===== config.mk =====
export PLATFORM = sky130hd
export DESIGN_NAME = agu_ls
export DESIGN_NICKNAME = d
export VERILOG_FILES = /design/src/rtl/agu_ls.sv
export SDC_FILE = /design/constraint.sdc
export NUM_CORES = 1
export LEC_CHECK = 0
export ABC_AREA = 1
export CAP_MARGIN = 20
export CORE_ASPECT_RATIO = 2
export CORE_MARGIN = 2
export CORE_UTILIZATION = 39
export CTS_CLUSTER_SIZE = 28
export DETAILED_ROUTE_END_ITERATION = 6
export GPL_ROUTABILITY_DRIVEN = 0
export GPL_TIMING_DRIVEN = 0
export PLACE_DENSITY = 0.79
export SYNTH_ARGS = -nofsm -noshare
export SYNTH_HDL_FRONTEND = slang
export SYNTH_SLANG_ARGS = --single-unit
export TNS_END_PERCENT = 50

===== constraint.sdc =====
create_clock -name clk -period 2.79 [get_ports clk]
set_input_delay 0.4185 -clock clk [delete_from_list [all_inputs] [get_ports clk]]
set_output_delay 0.4185 -clock clk [all_outputs]
set_load 0.1 [all_outputs]

===== src/rtl/agu_ls.sv =====
module agu_ls #(
  parameter int RIDX = 5,
  parameter int IMMW = 16
) (
  input  logic            clk,
  input  logic            rst_n,
  input  logic            req_valid,
  input  logic [1:0]      mode,
  input  logic [1:0]      size,
  input  logic            is_store,
  input  logic            upd,
  input  logic [RIDX-1:0] base_idx,
  input  logic [31:0]     base_val,
  input  logic [31:0]     idx_val,
  input  logic [IMMW-1:0] imm,
  input  logic [RIDX-1:0] dst_idx,
  input  logic [31:0]     st_data,
  input  logic [31:0]     rd_bus,
  output logic            out_valid,
  output logic [31:0]     ea,
  output logic [3:0]      be,
  output logic [31:0]     wdata,
  output logic            wb_en,
  output logic [RIDX-1:0] wb_idx,
  output logic [31:0]     wb_data,
  output logic            bad,
  output logic [31:0]     ld_val
);

  localparam int EXTW = 32 - IMMW;

  logic [31:0] base_eff, imm_ext, ea_n, wd_n;
  logic [3:0]  be_n;
  logic        bad_n, base_zero;
  logic [1:0]  size_q;

  assign base_zero = (base_idx == '0);
  assign base_eff  = base_zero ? 32'd0 : base_val;
  assign imm_ext   = {{EXTW{imm[IMMW-1]}}, imm};

  always_comb begin
    case (mode)
      2'd1:    ea_n = base_eff + imm_ext;
      2'd2:    ea_n = base_eff + idx_val;
      default: ea_n = base_eff;
    endcase
  end

  assign bad_n = (mode == 2'd3) || (size == 2'd3) ||
                 (upd && ((mode == 2'd0) || base_zero ||
                          (!is_store && (dst_idx == base_idx))));

  always_comb begin
    be_n = 4'b0000;
    wd_n = st_data;
    case (size)
      2'd0: begin
        be_n = 4'b1000 >> ea_n[1:0];
        wd_n = {4{st_data[7:0]}};
      end
      2'd1: begin
        be_n = ea_n[1] ? 4'b0011 : 4'b1100;
        wd_n = {2{st_data[15:0]}};
      end
      2'd2: be_n = 4'b1111;
      default: be_n = 4'b0000;
    endcase
    if (bad_n) be_n = 4'b0000;
  end

  always_ff @(posedge clk) begin
    if (!rst_n) begin
      out_valid <= 1'b0;
      wb_en     <= 1'b0;
      bad       <= 1'b0;
      ea        <= '0;
      be        <= '0;
      wdata     <= '0;
      wb_idx    <= '0;
      wb_data   <= '0;
      size_q    <= '0;
    end else begin
      out_valid <= req_valid;
      wb_en     <= req_valid && upd && !bad_n;
      bad       <= req_valid && bad_n;
      if (req_valid) begin
        ea      <= ea_n;
        be      <= be_n;
        wdata   <= wd_n;
        wb_idx  <= base_idx;
        wb_data <= ea_n;
        size_q  <= size;
      end
    end
  end

  always_comb begin
    case (size_q)
      2'd0:    ld_val = {24'd0, rd_bus[8*(3 - int'(ea[1:0])) +: 8]};
      2'd1:    ld_val = {16'd0, (ea[1] ? rd_bus[15:0] : rd_bus[31:16])};
      default: ld_val = rd_bus;
    endcase
  end

  assert_reset_idle_R1: assert property (@(posedge clk)
    !rst_n |=> !out_valid && !wb_en && !bad);

  assert_zero_base_R2: assert property (@(posedge clk) disable iff (!rst_n)
    req_valid && base_idx == '0 && mode == 2'd0 |=> ea == 32'd0);

  assert_bad_no_lanes_R7: assert property (@(posedge clk) disable iff (!rst_n)
    bad |-> be == 4'b0000 && !wb_en);

  assert_lane_count_R7: assert property (@(posedge clk) disable iff (!rst_n)
    out_valid && !bad |-> $countones(be) == 1 || $countones(be) == 2 || $countones(be) == 4);

  assert_wb_nonzero_R6: assert property (@(posedge clk) disable iff (!rst_n)
    wb_en |-> wb_idx != '0 && out_valid);

  assert_idle_R10: assert property (@(posedge clk) disable iff (!rst_n)
    !req_valid |=> !out_valid && !wb_en);

  assert_illegal_mode_R4: assert property (@(posedge clk) disable iff (!rst_n)
    req_valid && mode == 2'd3 |=> bad);

endmodule


======== Yosys cells after proc, flatten, opt, wreduce, memory -nomap -nowiden ========
Cells that the tools add are included.
storage, ports and cells
  word-level logic and storage cells ...... 44
  bits in registers ....................... 78
  output and inout port bits .............. 140
cells by class
  add/sub/neg operators ................... 3
  shifts and indexed selects .............. 2
  reduce and logical (&&, ||, !) cells .... 15
  multiplexer cells ....................... 8
  eq/ne operators ......................... 8
operators by type and width
  operator             number
  $pmux 32 s2          3
  $add 32x32->32       2
  $mux 32              1
  $shiftx 32x6->8      1
  $mux 16              1
  $pmux 4 s3           1
  $eq 2x2->1 const B   4
  $mux 4               2
  $eq 2x1->1 const B   3
  $logic_not 2->1      3
  $eq 5x5->1           1
  $logic_and 1x1->1    5
  $logic_not 5->1      1
  $logic_or 1x1->1     4
  $shr 4x2->4 const A  1
  $sub 2x2->3 const A  1
  $logic_not 1->1      2

======== Longest topological paths before layout ========
  depth after elaboration ................. 7
  mapped depth ............................ 23

======== Worst setup path after synthesis ========
No wires, ideal clock.
  kind .................................... register -> output
  start ................................... register wb_data[0] (netlist name)
  end ..................................... output ld_val[1]
  setup slack ............................. -0.466 ns
  cell stages (with the launch flop) ...... 5
  data arrival time ....................... 2.838 ns
  data required time ...................... 2.372 ns
  cell sequence ........................... dfxtp_1 > nor2_1 > inv_1 > a21oi_1 > o211ai_1
RTL lines
  what              RTL line  text
  end: declaration  27        output logic [31:0] ld_val

======== Final worst setup path ========
  start ................................... input mode[0]
  end ..................................... register wb_data[30]
on the way
  word-level cells in the longest chain between the ends .. 2
ends and longest elaborated chain
  what                                             RTL line  text
  start: declaration                               8         input logic [1:0] mode,
  $eq 2x2->1 / $eq 2x1->1 (equally long branches)  42        case (mode)
  $pmux 32 s2 *                                    42
  end signal: assignment                           91        wb_data <= ea_n;
  end: declaration                                 25        output logic [31:0] wb_data,
Mark *: on every way between the ends. The rest lies on a longest branch, timed or not.
A chain may end at the register's enable or synchronous reset.

==> results_dict.tcl <==
set metrics [dict create \
    min_to "wb_idx[0]" \
    routed_wl_mm 32.30 \
    die_h_microns 190.5 \
    skew_ns 0 \
    dp_hpwl_mm 25.21 \
    fin_crit_sh 1.022 \
    drtIter0Drc 508 \
    status "finished, violations left" \
    final_util 0.6595 \
    r2r_end "wb_data[1]" \
    grt_pass1_vias 8976 \
    layout-drive-gt1-share 0.1835 \
    synth_top_cell_area_share 0.2302 \
    end_kind "flop" \
    drtAntennaViolNets 0 \
    hold_class "in -> reg" \
    clock_latency_ns 0.33 \
    setup_viol 6 \
    viasPerCell 5.411 \
    grt.total_usage 0.3313 \
    maxSlewViolCount 0 \
    avgSynthCellArea_sq_um 5.878 \
    synth-seq-cells 78 \
    syn_inst 1154 \
    io_buffers 301 \
    failed_checks "negative setup slack" \
    holdCritStartpoint "base_idx[0]" \
    cts_root_buffer "clkbuf_16" \
    numCtsBuffers 9 \
    cp_common_cell "nand2_1" \
    synth_area_leader_cell "dfxtp_1" \
    tightest_slew_ns 1.083 \
    cp-startpoint "mode[0]" \
    worstSetupStartpointType "primary input" \
    slowest_delay_ns 0.29 \
    postPlaceCellArea_sq_um 10070 \
    dieArea_sq_um 18530 \
    clock_path_buffers 2 \
    slew_headroom 0.2754 \
    r2r_start "wb_data[1]" \
    crit_fanout 10 \
    initial_core_util 0.3947 \
    finalPower_uw 5941 \
    cpMaxStageDelayCell "ha_4" \
    finalHoldViolCount 0 \
    dp_slack_ns -1.329 \
    nets 1685 \
    stdcell_area_sq_um 11330 \
    syn_nets 1351 \
    wl_per_cell_microns 18.95 \
    cp.arrival_ns 3.05 \
    cts_max_level 3 \
    grt_max_degree 15 \
    rsz0062_at_grt "true" \
    cts_sinks 78 \
    setup_ws_ns -0.06186 \
    core_area_sq_um 17190 \
    period_minus_slack_ns 2.852 \
    yosysWarnings 0 \
    reg2reg_slack_ns 1.48 \
    maxCapViolCount 0 \
    ys_seq_area_frac 0.2302 \
    cellLeakagePower_uw 0.005166 \
    drc 0 \
    required_ns 2.99 \
    syn2layout_area_growth_pct 67.11 \
    grt_pass1_wl_mm 47.63 \
    reg2reg_depth 5 \
    irDropWorstVdd_v 0.0003797 \
    cts_tree "done" \
    hold-path-cell-count 3 \
    timing.hold.ws_ns 0.4245 \
    drt_pass1_iterations 5 \
    synth_area_leaders "dfxtp_1, nand2_1, a21oi_1, inv_1, ha_1" \
    fmax_mhz 350.6 \
    overflow 0 \
    vias 9225 \
    clk_pin_slew_worst_paths_ns 0.06 \
    synth_cell_type_count 44 \
    worstSetupPathType "in -> reg" \
    crit_chain "clkdlybuf4s15_2 > inv_2 > ha_2 > buf_6 > inv_8 > nand2_4 > clkbuf_8 > nand2_1 > ha_4 > a21oi_1 > o21ai_0 > a21oi_1 > nand2_1 > nor2_4 > nand2_1 > nand2_1 > nand3_2 > nand2_2 > a21oi_2" \
    antenna_found_initial 2 \
    row_count 68 \
    power_density_nw_per_um2 524.1 \
    syn-cell-area_sq_um 6783 \
    io_pins 303 \
    die_w_microns 97.25 \
    nFillCells 1506 \
]
[logic make-up (layout without fill, tap and decap cells)]
family / count (synthesis) / in the layout / share of synthesized area
and+or+nand+nor: 558 / 558 / 0.3405
DFF: 78 / 78 / 0.2302
adders and majority gates: 34 / 34 / 0.06272
xor gates and xnor gates: 17 / 17 / 0.02195
other: 0 / 2 / 0
buffers and inverters: 226 / 565 / 0.1463
AOI/OAI and AO/OA: 241 / 241 / 0.1983
[cell usage after synthesis (all sizes together)]
cell,number
nand2,409
inv,147
a21oi,121
dfxtp,78
nor2,72
o21ai,68
nand3,58
buf,46
ha,34
clkbuf,32
xor2,15
a31oi,13
o211ai,10
nor3,9
o221ai,8
o21bai,6
nand4,5
a22oi,4
a21o,3
o21a,3
a211oi,2
and3,2
nand3b,2
xnor2,2
a21boi,1
a31o,1
clkinv,1
nor4,1
o22ai,1
[worst max path at each step]
stage / depth (start not counted) / end / slack (ns)
floorplan: 5 / ld_val[1] / 0.04
global placement: 16 / wb_data[14] / -1.29
detailed placement: 16 / wb_data[14] / -1.33
CTS: 6 / ld_val[3] / -0.01
global route: 17 / wb_data[27] / -0.19
finish: 19 / wb_data[30] / -0.06
[timing repair]
action / 4_1_cts / 5_1_grt
pin swaps: 25 / 33
buffers inserted: 15 / 6
endpoints found under the setup margin: 63 / 37
hold buffers: 0 / 0
gates resized for setup: 211 / 102
cloned: 1 / 0
[sequential cells by signal (all words and copies together), names as in the netlist]
signal / count
size_q: 2
be: 4
bad: 1
wb_en: 1
out_valid: 1
wb_idx: 5
wb_data: 32
wdata: 32
[critical path, delay by kind of cell]
kind | cells | cell delay (ns)
adders and majority gates | 2 | 0.46
AOI/OAI and AO/OA | 4 | 0.63
and+or+nand+nor | 8 | 0.86
buffers and inverters | 5 | 0.65
[report_power, final]
part,total (uW),switching [uW],internal [uW],leakage (uW)
clock,1250,489,756,0.000149
sequential,1270,69.4,1200,0.000646
combinational,3420,2380,1040,0.00437
[layout by cell type, fill, tap and decap left out, types with 4 or more instances in the layout]
cell and count:
a21oi_1 94, a21oi_2 20, a21oi_4 7, a22oi_1 4, a31oi_1 11, buf_2 10
buf_4 55, clkbuf_1 29, clkbuf_16 10, clkbuf_2 6, clkdlybuf4s15_2 26, clkdlybuf4s50_1 262
dfxtp_1 76, ha_1 7, ha_4 24, inv_1 138, inv_2 8, nand2_1 367
nand2_2 36, nand2_4 6, nand3_1 52, nand3_2 4, nand4_1 5, nor2_1 54
nor2_2 13, nor2_4 5, nor3_1 6, o211ai_1 10, o21ai_0 48, o21ai_1 6
o21ai_2 11, o21bai_1 5, o221ai_1 8, xor2_1 15
[routing by layer]
layer	GRT usage	up-vias	part of all wire
met2	0.6327	502	0.53
met4	0.2906	0	0.10
met1	0.2851	4198	0.31
met5	0	-	0
met3	0.06452	167	0.066
li1	-	4358	-
[layout make-up]
class | instances | area, sq um | share of cell area
antenna | 2 | 5.005 | 0.0004416
buffer | 78 | 485.5 | 0.04283
clock buffer | 11 | 254.0 | 0.02241
clock inverter | 5 | 65.06 | 0.005740
inverter | 148 | 563.0 | 0.04967
multi-input combinational | 850 | 4938 | 0.4357
sequential | 78 | 1569 | 0.1384
tap | 210 | 262.8 | 0.02318
timing repair buffer | 323 | 3192 | 0.2816
[stage by stage]
stage | TNS, ns | instances
after CTS | -0.01248 | 1697
final | -0.1913 | 1705
after global routing | -1.449 | 1705
after detailed placement | -34.48 | 1665
after global placement | -33.17 | 1665
after floorplan | 0 | 1154
No activity file was read; power rests on OpenSTA's default activity.
